===== src/rtl/wdog_pkg.sv =====
// Package: wdog_pkg
// Shared types for the watchdog. The gating conditions are grouped in a
// struct so the gate module takes one typed input.
package wdog_pkg;

    // Operating-state inputs that can suppress counting
    typedef struct packed {
        logic stop;    // stop mode: time base gated off
        logic mon;     // monitor mode
        logic brk;     // break interrupt in progress
        logic irq_hv;  // elevated voltage on the interrupt pin
        logic rst_hv;  // elevated voltage on the reset pin
    } wdog_mode_t;

endpackage


===== src/rtl/wdog_addr_dec.sv =====
// Module: wdog_addr_dec
// Decodes the service location. A write there is a service strike. A read
// there returns the reset-vector low byte.
// Assumes: single-cycle bus strobes, data combinationally valid.
module wdog_addr_dec #(
    parameter int              ADDR_W   = 16,
    parameter int              DATA_W   = 8,
    parameter logic [ADDR_W-1:0] SVC_ADDR = {ADDR_W{1'b1}}
) (
    input  logic [ADDR_W-1:0] bus_addr,
    input  logic              bus_wr,
    input  logic              bus_rd,
    input  logic [DATA_W-1:0] vec_lo,
    output logic              svc_wr,
    output logic [DATA_W-1:0] bus_rdata
);
    logic hit;

    // Address match and read mux for the shared location
    always_comb begin
        hit       = (bus_addr == SVC_ADDR);
        svc_wr    = hit & bus_wr;
        bus_rdata = (hit & bus_rd) ? vec_lo : '0;
    end
endmodule


===== src/rtl/wdog_cnt_gate.sv =====
// Module: wdog_cnt_gate
// Forms the count enable from the time-base tick and the operating state.
// It also issues the prescaler clear request while in stop mode.
// Assumes: all inputs synchronous to the system clock.
module wdog_cnt_gate
    import wdog_pkg::*;
(
    input  logic       cnt_tick,
    input  wdog_mode_t mode,
    output logic       cnt_en,
    output logic       presc_clr
);
    logic mon_off;
    logic brk_off;

    // Suppression terms and the resulting enable
    always_comb begin
        mon_off   = mode.mon & (mode.irq_hv | mode.rst_hv);
        brk_off   = mode.brk & mode.rst_hv;
        cnt_en    = cnt_tick & ~mode.stop & ~mon_off & ~brk_off;
        presc_clr = mode.stop;
    end
endmodule


===== src/rtl/wdog_tmo_counter.sv =====
// Module: wdog_tmo_counter
// Timeout counter. It counts enabled ticks, and on the tick at the all-ones
// value it wraps to zero and raises a one-cycle request. A service strike
// clears it and takes priority over the terminal tick.
// Assumes: synchronous active-low reset, CNT_W >= 2.
module wdog_tmo_counter #(
    parameter int CNT_W = 18
) (
    input  logic             clk,
    input  logic             rst_n,
    input  logic             cnt_en,
    input  logic             svc_wr,
    output logic [CNT_W-1:0] cnt_q,
    output logic             tmo_pulse
);
    localparam logic [CNT_W-1:0] TERM = {CNT_W{1'b1}};

    // Count, clear on service, and flag the terminal tick
    always_ff @(posedge clk) begin
        if (!rst_n) begin
            cnt_q     <= '0;
            tmo_pulse <= 1'b0;
        end else begin
            tmo_pulse <= 1'b0;
            if (svc_wr) begin
                cnt_q <= '0;
            end else if (cnt_en) begin
                if (cnt_q == TERM) begin
                    cnt_q     <= '0;
                    tmo_pulse <= 1'b1;
                end else begin
                    cnt_q <= cnt_q + 1'b1;
                end
            end
        end
    end
endmodule


===== src/rtl/wdog_vec_svc.sv =====
// Module: wdog_vec_svc
// Top of the watchdog. It ties the address decode, the count gate and the
// timeout counter together.
// Assumes: the caller feeds wdog_rst back into the system reset.
module wdog_vec_svc
    import wdog_pkg::*;
#(
    parameter int                CNT_W    = 18,
    parameter int                ADDR_W   = 16,
    parameter int                DATA_W   = 8,
    parameter logic [ADDR_W-1:0] SVC_ADDR = {ADDR_W{1'b1}}
) (
    input  logic              clk,
    input  logic              rst_n,
    input  logic              cnt_tick,
    input  logic [ADDR_W-1:0] bus_addr,
    input  logic              bus_wr,
    input  logic              bus_rd,
    input  logic [DATA_W-1:0] vec_lo,
    output logic [DATA_W-1:0] bus_rdata,
    input  logic              stop_mode,
    input  logic              mon_mode,
    input  logic              brk_act,
    input  logic              irq_hv,
    input  logic              rst_hv,
    output logic              presc_clr,
    output logic              wdog_rst
);
    wdog_mode_t       mode;
    logic             svc_wr;
    logic             cnt_en;
    logic [CNT_W-1:0] cnt_q;

    // Group the operating-state pins
    always_comb begin
        mode = '{stop: stop_mode, mon: mon_mode, brk: brk_act,
                 irq_hv: irq_hv, rst_hv: rst_hv};
    end

    wdog_addr_dec #(.ADDR_W(ADDR_W), .DATA_W(DATA_W), .SVC_ADDR(SVC_ADDR)) dec_i (
        .bus_addr (bus_addr),
        .bus_wr   (bus_wr),
        .bus_rd   (bus_rd),
        .vec_lo   (vec_lo),
        .svc_wr   (svc_wr),
        .bus_rdata(bus_rdata)
    );

    wdog_cnt_gate gate_i (
        .cnt_tick (cnt_tick),
        .mode     (mode),
        .cnt_en   (cnt_en),
        .presc_clr(presc_clr)
    );

    wdog_tmo_counter #(.CNT_W(CNT_W)) cnt_i (
        .clk      (clk),
        .rst_n    (rst_n),
        .cnt_en   (cnt_en),
        .svc_wr   (svc_wr),
        .cnt_q    (cnt_q),
        .tmo_pulse(wdog_rst)
    );
endmodule


===== config.mk =====
export PLATFORM = sky130hd
export DESIGN_NAME = wdog_vec_svc
export DESIGN_NICKNAME = d
export VERILOG_FILES = /design/src/rtl/wdog_pkg.sv /design/src/rtl/wdog_addr_dec.sv /design/src/rtl/wdog_cnt_gate.sv /design/src/rtl/wdog_tmo_counter.sv /design/src/rtl/wdog_vec_svc.sv
export SDC_FILE = /design/constraint.sdc
export NUM_CORES = 1
export LEC_CHECK = 0
export BUFFER_PORTS_ARGS = -buffer_cell sky130_fd_sc_hd__buf_2
export CORE_ASPECT_RATIO = 1.1
export CORE_MARGIN = 4
export CORE_UTILIZATION = 42
export DETAILED_ROUTE_END_ITERATION = 6
export PLACE_DENSITY = 0.84
export SLEW_MARGIN = 25
export SYNTH_ARGS = -nofsm -noshare
export SYNTH_HDL_FRONTEND = slang
export SYNTH_SLANG_ARGS = --single-unit

===== constraint.sdc =====
create_clock -name clk -period 1.8 [get_ports clk]
set_clock_uncertainty 0.15 [all_clocks]
set_input_delay 0.27 -clock clk [delete_from_list [all_inputs] [get_ports clk]]
set_output_delay 0.27 -clock clk [all_outputs]
set_load 0.01 [all_outputs]

== Yosys cells after proc, flatten, opt, wreduce, memory -nomap -nowiden ==
Cells that the tools add are included.
Word-level totals
  register bits after elaboration: 19
  output and inout port bits: 10
Cells by class
  multiplexer cells: 3
  equality and inequality tests: 2
  reduce and logical (&&, ||, !) cells: 2
  add/subtract/negate cells: 1
  bitwise gates (word level): 13
Operators with widths (count)
  adder 18 x 1 -> 18 bit (second input constant): 1
  == test 18 bit (second input constant): 1
  2-to-1 mux 18 bit: 1
  == test 16 bit (second input constant): 1
  2-to-1 mux 8 bit: 1
  bitwise AND 1 bit: 7
  inverter 1 bit: 5
  OR reduction 3 bit: 1
  OR reduction 2 bit: 1
  2-to-1 mux 1 bit: 1
  OR 1 bit: 1

== Depth between registers and ports, before layout ==
Gate-level depths: netlist (run 1).
  word-level depth: 7
  depth in mapped cells: 6
  gate-level depth less buffers: 5

== By module ==
A second synthesis (run 1) with hierarchy kept.
Second synthesis, totals
  cells, all modules: 120
  area, all modules: 1068.5 µm²
By module, submodules not included
  wdog_tmo_counter: instances 1, cells each 101, area each 928.4 µm²
  wdog_addr_dec: instances 1, cells each 14, area each 110.1 µm²
  wdog_cnt_gate: instances 1, cells each 5, area each 30.0 µm²

== Worst setup path before layout (run 1) ==
OpenSTA, ideal clock, no wires.
  kind: flip-flop to flip-flop
  start point: reg cnt_i.cnt_q[0]
  end point: reg cnt_i.cnt_q[0]
  required time: 1.531 ns
  buffers on the path: 1
  cell stages (with the launch flop): 7
  path slack: 0.077 ns
  arrival: 1.454 ns
  period minus slack after synthesis: 1.723 ns
  cell sequence: dfxtp_1 ha_1 and2_1 nand4_1 nor3_2 buf_2 nor3_1
On the way
  word-level cells in the longest chain between the ends: 2
  elaborated cells between the ends (all ways): 3
  those cells by class: 1 x add/sub; 1 x eq/ne; 1 x mux
Ends and longest elaborated chain
  from (decl): RTL line wdog_tmo_counter.sv:13  | output logic [CNT_W-1:0] cnt_q,
  from (signal assigned): RTL line wdog_tmo_counter.sv:32  | cnt_q <= cnt_q + 1'b1;
  adder 18 x 1 -> 18 bit / == test 18 bit (equally long branches): RTL line wdog_tmo_counter.sv:32, wdog_tmo_counter.sv:28
  2-to-1 mux 18 bit (*): RTL line wdog_tmo_counter.sv:28  | if (cnt_q == TERM) begin
Every way passes the cells marked *; elsewhere a longest branch is shown, timed or not.
A chain may end at the register's enable or synchronous reset.

== Final worst setup path (run 1) ==
  start point: reg cnt_i.cnt_q[6]
  end point: reg cnt_i.cnt_q[14]
Same word-level chain as after synthesis.

==> impl_metrics.csv, run 1 <==
group,metric,value,unit
floorplanning,core,0.00250,mm^2
route,drtIter0Drc,27,
place,gp_congestion,0.786,
min_path,min_from,"bus_wr",
setup_path,crit_arrival,1.84,ns
setup_path,critical_path.max_fanout,11,
route,drc,0,
yosys,ys_seq_elements,19,
clocking,cts_tree,"done",
clocking,cts_root_buf,"clkbuf_4",
final_layout,antenna_cells,0,
yosys,synthCells,124,
timing,slew_violations,0,
final_layout,stdcell_area,0.00148,mm^2
global_route,gr-total-overflow,0,
yosys,async_flop_share,0,%
yosys,synth_cell_types,36,
floorplanning,die-area,0.00346,mm^2
floorplanning,initial_utilization,43.5,%
route,wirelength_met1,1100,um
min_path,hold_end,"cnt_i.cnt_q[5]$_SDFFE_PP0P_",
floorplanning,fp.dieW,56.5,um
timing,worst_slack,0.0561,ns
route,wl,2990,um
setup_path,cp-end-kind,"flip-flop",
setup_path,slowest_stage,"or4_1",
setup_path,critPathMaxStageDelay,0.48,ns
flow_run,max-cap-violations,0,
setup_path,worstSetupPathType,"flip-flop to flip-flop",
global_route,antenna_found_initial,0,
yosys,yosysSeqAreaShare,35.0,%
global_route,grt_pass1_wl,4690,um
route,route.met3.wl,203,um
final_layout,final_layout_size_suffix_gt1_share,43.6,%
setup_path,crit_path_start_kind,"flip-flop",
timing,finalCritPeriodShare,96.9,%
route,routed_via_density,5.98,
setup_path,crit_chain,"and4_4 > o211ai_4 > buf_12 > or4_1 > a21oi_1",
route,antenna_left,0,
final_layout,nFillCells,229,
final_layout,nNetsFinal,215,
final_layout,final_cells,210,
yosys,synthFlopType,"dfxtp_1",
timing,maxSlewHeadroom,76.2,%
place,dp_hpwl,2300,um
timing,worst_slew_pin_slew,0.349,ns
global_route,grt_pass1_vias,1243,
clocking,clk_path_buf_depth,2,
timing,finalSetupViolCount,0,
clocking,cts_hold_buf,0,
clocking,cts_sinks,19,
yosys,yosysTopAreaCell,"dfxtp_1",
route,vias,1256,
clocking,htree_num_levels,1,
min_path,worstHoldPathType,"primary input to flip-flop",
route,drt-pass1-iter-count,4,
floorplanning,fp.dieH,61.3,um
clocking,cts_buffers,3,
clocking,cts.reportedPaths.clkPinSlew,0.11,ns
yosys,yosys-top-cells-count,"dfxtp_1 (19), and3_1 (10), a211oi_1 (9)",
yosys,yosysWarnings,0,
setup_path,reg2reg_slack,0.06,ns
global_route,grt_max_degree,20,
yosys,synth_nets,159,
setup_path,crit_required,1.90,ns
yosys,synthTopCellsByArea,"dfxtp_1 (35%), a211oi_1 (6.2%), and3_1 (5.8%), nand4_1 (4.0%), xor2_1 (4.0%)",
yosys,avgSynthCellArea,8.76,um^2
route,wl_per_cell,14.3,um
global_route,grt_use_total,17.3,%
place,io_buffers,43,
final_layout,areaGrowthSynthToFinish,36.4,%
power,irDropWorstVdd,0.450,mV
timing,period_minus_slack,1.74,ns
power,power.leakage,0.620,nW
place,place_area,0.00141,mm^2
yosys,yosysMostFrequentCell,"dfxtp_1",
setup_path,rr_worst_depth,5,
setup_path,timing.rr.end,"cnt_i.cnt_q[14]$_SDFFE_PP0P_",
route,highest_layer,"met4",
power,p_per_area,491,mW/mm^2
yosys,syn_area,0.00109,mm^2
floorplanning,ios,44,
place,dp_cells,204,
timing,max_freq,573,MHz
clocking,clock_latency,0.30,ns
yosys,synth_edf_count,0,
timing,hold_viol_final,0,
outcome,status,"completed",
route,route.met2.wl,1590,um
setup_path,r2r-start,"cnt_i.cnt_q[6]$_SDFFE_PP0P_",
yosys,netlist.area_leader.share,35.0,%
min_path,hold_depth,4,
floorplanning,rows,19,
place,dpl_worst_slack,-0.0393,ns
per-stage QoR:
| step | power (mW) | util [%] | hold slack, ns | setup TNS [ns] |
|---|---|---|---|---|
| finish | 0.728 | 59.3 | 0.272 | 0 |
| floorplan | 0.458 | - | 0.307 | 0 |
| global route | 0.765 | 59.3 | 0.257 | -0.0151 |
| detailed placement | 0.512 | 56.3 | 0.323 | -0.0452 |
| CTS | 0.742 | 57.5 | 0.254 | 0 |
| global placement | 0.507 | 56.3 | 0.314 | 0 |
cell type report:
type | instances | area [um^2] | share of cell area, %
clock buffers | 3 | 22.5 | 1.52
multi-input cells | 96 | 667 | 45.0
clock inverters | 1 | 5.00 | 0.338
repair buffers | 58 | 353 | 23.8
well taps | 31 | 38.8 | 2.62
flip-flops and latches | 19 | 388 | 26.2
inverters | 2 | 7.51 | 0.507
power by group:
part,internal (mW),switching (mW),total [mW]
clock,0.0830,0.141,0.224
combinational,0.0439,0.0360,0.0798
sequential,0.422,0.00132,0.424
logic make-up after synthesis:
kind of cell	synth area share (%)
xor+xnor	4.03
fa+ha+maj	1.15
mux	0.922
buf+inv	4.84
flops	35.0
simple gates	31.8
compound gates	22.2
placed cells by master (no fill, tap or decap), types with 5 or more instances in the layout:
cell      count
buf_2        43
xor2_1        5
and3_1       10
nand3_1       5
o21ai_0       5
or3_1         6
nand2_1       7
a211oi_1      7
nor3_1        8
dfxtp_1      13
dfxtp_2       6
buf_4        13
nand4_1       7
worst max-delay path by stage:
stage / startpoint / end / cells after the start
finish: cnt_i.cnt_q[6]$_SDFFE_PP0P_ / cnt_i.cnt_q[14]$_SDFFE_PP0P_ / 5
global placement: cnt_i.cnt_q[1]$_SDFFE_PP0P_ / cnt_i.cnt_q[16]$_SDFFE_PP0P_ / 5
global route: cnt_i.cnt_q[8]$_SDFFE_PP0P_ / cnt_i.tmo_pulse$_SDFF_PP0_ / 6
CTS: cnt_i.cnt_q[0]$_SDFFE_PP0P_ / cnt_i.cnt_q[14]$_SDFFE_PP0P_ / 5
detailed placement: cnt_i.cnt_q[1]$_SDFFE_PP0P_ / cnt_i.cnt_q[14]$_SDFFE_PP0P_ / 5
floorplan: cnt_i.cnt_q[0]$_SDFFE_PP0P_ / cnt_i.cnt_q[0]$_SDFFE_PP0P_ / 6
per-layer routing:
layer  vias up  global-route usage (%)
met5         -                       0
li1        594                       -
met4         0                    12.5
met3         9                    2.10
met2        60                    35.3
met1       593                    15.9
worst max-delay path: cells and delay by family, from the launching register on:
family	cells	cell delay, ns
AOI/OAI and AO/OA	2	0.28
buffers and inverters	1	0.17
DFF	1	0.37
and+or+nand+nor	2	0.72
state kept, by name (all words and copies together), names as in the netlist:
register	flops
cnt_i.tmo_pulse	1
cnt_i.cnt_q	18
what timing repair did:
item                                    in CTS  in global routing
endpoints found under the setup margin       2                 18
gates resized for setup                      2                  8
pin swaps                                    0                  2
buffers inserted                             0                  2
cloned                                       0                  0
No activity file was read; power rests on OpenSTA's default activity.
==> run 2: changes to the inputs <==
--- a/config.mk
+++ b/config.mk
@@ -11,6 +11,7 @@
 export CORE_UTILIZATION = 42
 export DETAILED_ROUTE_END_ITERATION = 6
 export PLACE_DENSITY = 0.84
+export SETUP_SLACK_MARGIN = 0.2
 export SLEW_MARGIN = 25
 export SYNTH_ARGS = -nofsm -noshare
 export SYNTH_HDL_FRONTEND = slang
==> run 2 against run 1 <==
Register-to-register slack better by 0.06 ns. Hold slack better by 0.023 ns. Critical path type is now primary input to output port. Sequential share of layout area down 4.0 points. Setup slack better by 0.039 ns. Largest power group unchanged. Non-clock buffer count up 12. Clock power about the same.
==> impl_metrics.csv, run 2 (same netlist as run 1, synthesis figures left out) <==
group,metric,value,unit
timing,slew_violations,0,
setup_path,worstSetupPathType,"primary input to output port",
final_layout,antenna_cells,0,
timing,period_minus_slack,1.70,ns
global_route,gr-total-overflow,0,
setup_path,crit_path_start_kind,"primary input",
power,power.leakage,0.746,nW
timing,finalCritPeriodShare,94.7,%
final_layout,final_layout_size_suffix_gt1_share,61.5,%
final_layout,final_cells,223,
route,routed_via_density,5.94,
setup_path,crit_path_start,"bus_addr[0]",
global_route,antenna_found_initial,0,
setup_path,crit_path_end,"bus_rdata[6]",
place,io_buffers,43,
power,total_power,0.744,mW
global_route,grt_pass1_vias,1419,
clocking,htree_num_levels,1,
timing,finalSetupViolCount,0,
timing,maxSlewHeadroom,74.5,%
setup_path,crit_arrival,1.28,ns
floorplanning,die-area,0.00346,mm^2
setup_path,critical_path.max_fanout,5,
route,wl,3860,um
route,wl_per_cell,17.3,um
timing,worst_slew_pin_slew,0.378,ns
timing,rsz0062_at_grt,"yes",
clocking,cts_sinks,19,
timing,hold_viol_final,0,
setup_path,r2r-start,"cnt_i.cnt_q[0]$_SDFFE_PP0P_",
floorplanning,rows,19,
final_layout,fin_util,72.9,%
final_layout,stdcell_area,0.00182,mm^2
clocking,clock_latency,0.30,ns
floorplanning,core,0.00250,mm^2
floorplanning,ios,44,
min_path,worstHoldPathType,"primary input to flip-flop",
place,place_area,0.00139,mm^2
route,vias,1325,
outcome,status,"completed",
setup_path,timing.rr.end,"cnt_i.cnt_q[5]$_SDFFE_PP0P_",
setup_path,rr_worst_depth,7,
floorplanning,fp.dieH,61.3,um
timing,tns,0,ns
clocking,cts_root_buf,"clkbuf_4",
clocking,clk_path_buf_depth,2,
final_layout,top_regs,"cnt_i.cnt_q (18), cnt_i.tmo_pulse (1)",
route,drt-pass1-iter-count,4,
setup_path,reg2reg_slack,0.12,ns
clocking,cts.reportedPaths.clkPinSlew,0.11,ns
setup_path,cp-end-kind,"output port",
min_path,min_from,"bus_wr",
place,dp_cells,199,
min_path,hold_depth,4,
place,gp_congestion,0.848,
global_route,grt_pass1_wl,5930,um
clocking,cts_hold_buf,0,
final_layout,areaGrowthSynthToFinish,67.6,%
clocking,cts_buffers,3,
power,p_per_area,409,mW/mm^2
final_layout,final_cell_mix,"buf_2 (34), buf_4 (21), buf_6 (14)",
global_route,grt_use_total,21.7,%
timing,max_freq,587,MHz
route,drtIter0Drc,41,
route,antenna_left,0,
floorplanning,initial_utilization,43.5,%
power,irDropWorstVdd,0.311,mV
final_layout,mostFrequentLayoutCell,"buf_2",
setup_path,crit_required,1.38,ns
final_layout,largest-register,"cnt_i.cnt_q",
final_layout,nFillCells,179,
floorplanning,fp.dieW,56.5,um
final_layout,nNetsFinal,228,
global_route,grt_max_degree,20,
flow_run,max-cap-violations,0,
final_layout,largest_register_ffs,18,
route,drc,0,
place,dp_hpwl,2320,um
clocking,cts_tree,"done",
==> run 2: through the flow <==
| stage | worst slack, ns | hold slack [ns] |
|---|---|---|
| 2_1_floorplan | 0.201 | 0.307 |
| 3_3_place_gp | 0.0843 | 0.323 |
| 3_5_place_dp | 0.00825 | 0.330 |
| 4_1_cts | 0.122 | 0.269 |
| 5_1_grt | 0.0206 | 0.303 |
| 6_report | 0.0954 | 0.295 |
==> run 2: timing repair <==
item                                   in CTS  in global routing
setup buffers                              13                  5
cloned                                      2                  0
pin swaps                                  15                 13
endpoints found under the hold margin       0                  0
setup endpoints to repair                  27                 27
resized for setup                          25                 34
==> run 2: worst min path at each step <==
| stage | to | slack, ns |
|---|---|---|
| 2_1_floorplan | cnt_i.cnt_q[11]$_SDFFE_PP0P_ | 0.31 |
| 3_3_place_gp | cnt_i.cnt_q[7]$_SDFFE_PP0P_ | 0.32 |
| 3_5_place_dp | cnt_i.cnt_q[11]$_SDFFE_PP0P_ | 0.33 |
| 4_1_cts | cnt_i.cnt_q[14]$_SDFFE_PP0P_ | 0.27 |
| 5_1_grt | cnt_i.cnt_q[16]$_SDFFE_PP0P_ | 0.30 |
| 6_report | cnt_i.cnt_q[14]$_SDFFE_PP0P_ | 0.30 |
==> run 2: area by class of cell <==
class | count | area (um^2) | area share (%)
Timing Repair Buffer | 70 | 505 | 27.8
Clock buffer | 4 | 26.3 | 1.44
Inverter | 2 | 7.51 | 0.412
Multi-Input combinational cell | 97 | 838 | 46.0
Sequential cell | 19 | 404 | 22.2
Tap cell | 31 | 38.8 | 2.13
==> run 2: where the power goes <==
part / total, mW / switching [mW] / internal (mW)
clock: 0.225 / 0.138 / 0.0864
combinational: 0.0993 / 0.0432 / 0.0561
sequential: 0.420 / 0.00294 / 0.418
==> run 2: routing by layer <==
metal  vias to the layer above  share of wire [%]  track usage (%)  routed length [um]
li1                        626                  -                -                   -
met1                       632                 36             22.2                1400
met2                        57                 57             44.9                2190
met3                        10                4.5             2.31                 175
met4                         0                2.4             9.15                  91
met5                         -                  0                0                   0
==> run 2: worst max-delay path, cell delays in order <==
cell     delay [ns]
buf_6          0.07
nand4_1        0.15
nor4_4         0.32
buf_4          0.18
and3_4         0.20
buf_6          0.10
==> run 3: changes to the inputs <==
--- a/config.mk
+++ b/config.mk
@@ -5,12 +5,13 @@
 export SDC_FILE = /design/constraint.sdc
 export NUM_CORES = 1
 export LEC_CHECK = 0
+export ABC_AREA = 1
 export BUFFER_PORTS_ARGS = -buffer_cell sky130_fd_sc_hd__buf_2
 export CORE_ASPECT_RATIO = 1.1
 export CORE_MARGIN = 4
-export CORE_UTILIZATION = 42
+export CORE_UTILIZATION = 44
 export DETAILED_ROUTE_END_ITERATION = 6
-export PLACE_DENSITY = 0.84
+export PLACE_DENSITY = 0.85
 export SETUP_SLACK_MARGIN = 0.2
 export SLEW_MARGIN = 25
 export SYNTH_ARGS = -nofsm -noshare
==> run 3 against run 2 <==
Via count down 2.7%. Combinational power shrank 20%. Sequential power barely moved. Largest power group unchanged.
==> impl_metrics.csv, run 3 <==
group,metric,value,unit
yosys,yosysWarnings,0,
yosys,synthTopCellsByArea,"dfxtp_1 (32%), nand2_1 (18%), nor2_1 (13%), inv_1 (7.8%), nand3_1 (6.3%)",
power,power.leakage,0.721,nW
route,vias,1289,
timing,slew_violations,0,
floorplanning,rows,19,
min_path,worstHoldPathType,"primary input to flip-flop",
final_layout,nNetsFinal,276,
route,antenna_left,0,
yosys,yosysTopAreaCell,"dfxtp_1",
power,p_per_area,476,mW/mm^2
yosys,async_flop_share,0,%
route,wl_per_cell,9.83,um
timing,hold_viol_final,0,
final_layout,final_cells,271,
yosys,synthFlopType,"dfxtp_1",
setup_path,crit_required,1.85,ns
setup_path,critical_path.max_fanout,5,
clocking,cts_tree,"done",
clocking,cts.reportedPaths.clkPinSlew,0.12,ns
route,drtIter0Drc,35,
clocking,cts_buffers,3,
floorplanning,core,0.00254,mm^2
flow_run,max-cap-violations,0,
outcome,status,"completed",
clocking,clk_path_buf_depth,2,
floorplanning,fp.dieW,57.8,um
timing,worst_slew_pin_slew,0.303,ns
yosys,avgSynthCellArea,6.19,um^2
yosys,synth_cell_types,24,
power,irDropWorstVdd,0.296,mV
timing,tns,0,ns
floorplanning,die-area,0.00363,mm^2
setup_path,crit_path_start_kind,"flip-flop",
setup_path,cp-end-kind,"flip-flop",
place,dp_hpwl,2120,um
final_layout,final_cell_mix,"nand2_1 (56), buf_2 (43), nor2_1 (40)",
yosys,syn_area,0.00120,mm^2
yosys,ys_seq_elements,19,
timing,finalSetupViolCount,0,
final_layout,mostFrequentLayoutCell,"nand2_1",
place,gp_congestion,0.825,
route,drc,0,
route,drt-pass1-iter-count,4,
final_layout,areaGrowthSynthToFinish,26.8,%
timing,max_freq,659,MHz
final_layout,final_layout_size_suffix_gt1_share,30.8,%
timing,maxSlewHeadroom,79.7,%
yosys,synthCells,194,
clocking,post-cts-setup-buffers,0,
global_route,grt_pass1_wl,4740,um
clocking,clock_latency,0.31,ns
yosys,synth_nets,229,
final_layout,top_regs,"cnt_i.cnt_q (18), cnt_i.tmo_pulse (1)",
floorplanning,fp.dieH,62.8,um
place,dp_cells,266,
final_layout,nFillCells,237,
yosys,yosysSeqAreaShare,31.7,%
yosys,yosys-top-cells-count,"nand2_1 (57), nor2_1 (42), inv_1 (25)",
final_layout,largest_register_ffs,18,
final_layout,fin_util,59.9,%
place,io_buffers,43,
yosys,yosysMostFrequentCell,"nand2_1",
timing,period_minus_slack,1.52,ns
final_layout,antenna_cells,0,
global_route,antenna_found_initial,0,
clocking,cts_root_buf,"clkbuf_4",
floorplanning,ios,44,
global_route,gr-total-overflow,0,
route,wl,2660,um
setup_path,crit_arrival,1.57,ns
setup_path,worstSetupPathType,"flip-flop to flip-flop",
yosys,netlist.area_leader.share,31.7,%
route,routed_via_density,4.76,
timing,rsz0062_at_grt,"yes",
clocking,htree_num_levels,1,
clocking,cts_sinks,19,
global_route,grt_pass1_vias,1217,
timing,finalCritPeriodShare,84.3,%
global_route,grt_use_total,16.1,%
clocking,cts_hold_buf,0,
yosys,synth_edf_count,0,
global_route,grt_max_degree,12,
floorplanning,initial_utilization,47.2,%
final_layout,largest-register,"cnt_i.cnt_q",
==> run 3: cell count changes after synthesis, sizes merged, moves of 6 or more <==
cell and delta:
or3 -6, nand2 +52, o21ai -6, and3 -10, nand3 +11, inv +24
nor2 +50, nor3 -9, a211oi -9
==> run 3: path summary, 6_finish.rpt <==
check / slack, ns / startpoint / depth (start not counted) / endpoint
hold / removal: 0.13 / rst_n / 3 / cnt_i.cnt_q[9]$_SDFFE_PP0P_
hold reg to reg: 0.36 / cnt_i.cnt_q[0]$_SDFFE_PP0P_ / 2 / cnt_i.cnt_q[0]$_SDFFE_PP0P_
setup / recovery: 0.28 / cnt_i.cnt_q[0]$_SDFFE_PP0P_ / 8 / cnt_i.cnt_q[1]$_SDFFE_PP0P_
setup reg to reg: 0.28 / cnt_i.cnt_q[0]$_SDFFE_PP0P_ / 8 / cnt_i.cnt_q[1]$_SDFFE_PP0P_
==> run 3: cell type report <==
class	count	area [um^2]	share of cell area, %
flip-flops and latches	19	387	25.4
well taps	31	38.8	2.55
clock buffers	3	22.5	1.48
repair buffers	43	215	14.1
inverters	27	101	6.66
clock inverters	1	5.00	0.329
multi-input cells	147	753	49.5
==> run 3: where the power goes <==
group | internal [mW] | leakage [nW] | switching, mW | total, mW
combinational | 0.0391 | 0.548 | 0.0404 | 0.0795
clock | 0.0829 | 0.0177 | 0.139 | 0.222
sequential | 0.421 | 0.155 | 0.00189 | 0.423
total | 0.543 | 0.721 | 0.181 | 0.725
==> run 3: critical path, stage by stage, from the launching register on <==
cell,delay [ns]
dfxtp_4,0.38
ha_4,0.15
nand3_2,0.10
inv_2,0.08
nand2_1,0.05
nor2_1,0.11
nand3_2,0.17
nand3_4,0.17
nor2_1,0.06
==> run 3: routing by layer <==
layer | wire [um] | GRT usage [%] | vias up
met5 | 0 | 0 | -
met4 | 55 | 8.70 | 0
met3 | 294 | 4.96 | 5
met2 | 1170 | 26.6 | 54
met1 | 1150 | 18.1 | 545
li1 | - | - | 685
==> run 3: cell families (layout without fill, tap and decap cells) <==
kind of cell	Yosys count	in the layout	share of synthesized area (%)
DFF	19	19	31.7
adders and majority gates	1	1	1.04
AOI/OAI and AO/OA	8	8	4.27
and+or+nand+nor	130	131	47.8
buffers and inverters	29	74	10.0
muxes	1	1	0.833
xor gates and xnor gates	6	6	4.37
==> run 3: repair_timing <==
item	in CTS	in global routing
endpoints found under the setup margin	1	21
hold endpoints to repair	0	0
pin swaps	0	4
gates resized for setup	1	13
cloned	0	1
==> run 3: per-stage QoR <==
step                power, mW  instance area [um^2]  hold slack, ns  setup slack, ns
floorplan               0.468                  1200           0.307            0.384
global placement        0.508                  1440           0.320            0.220
detailed placement      0.509                  1440           0.330            0.170
CTS                     0.728                  1470           0.166            0.211
global route            0.768                  1520           0.128            0.186
finish                  0.725                  1520           0.134            0.283
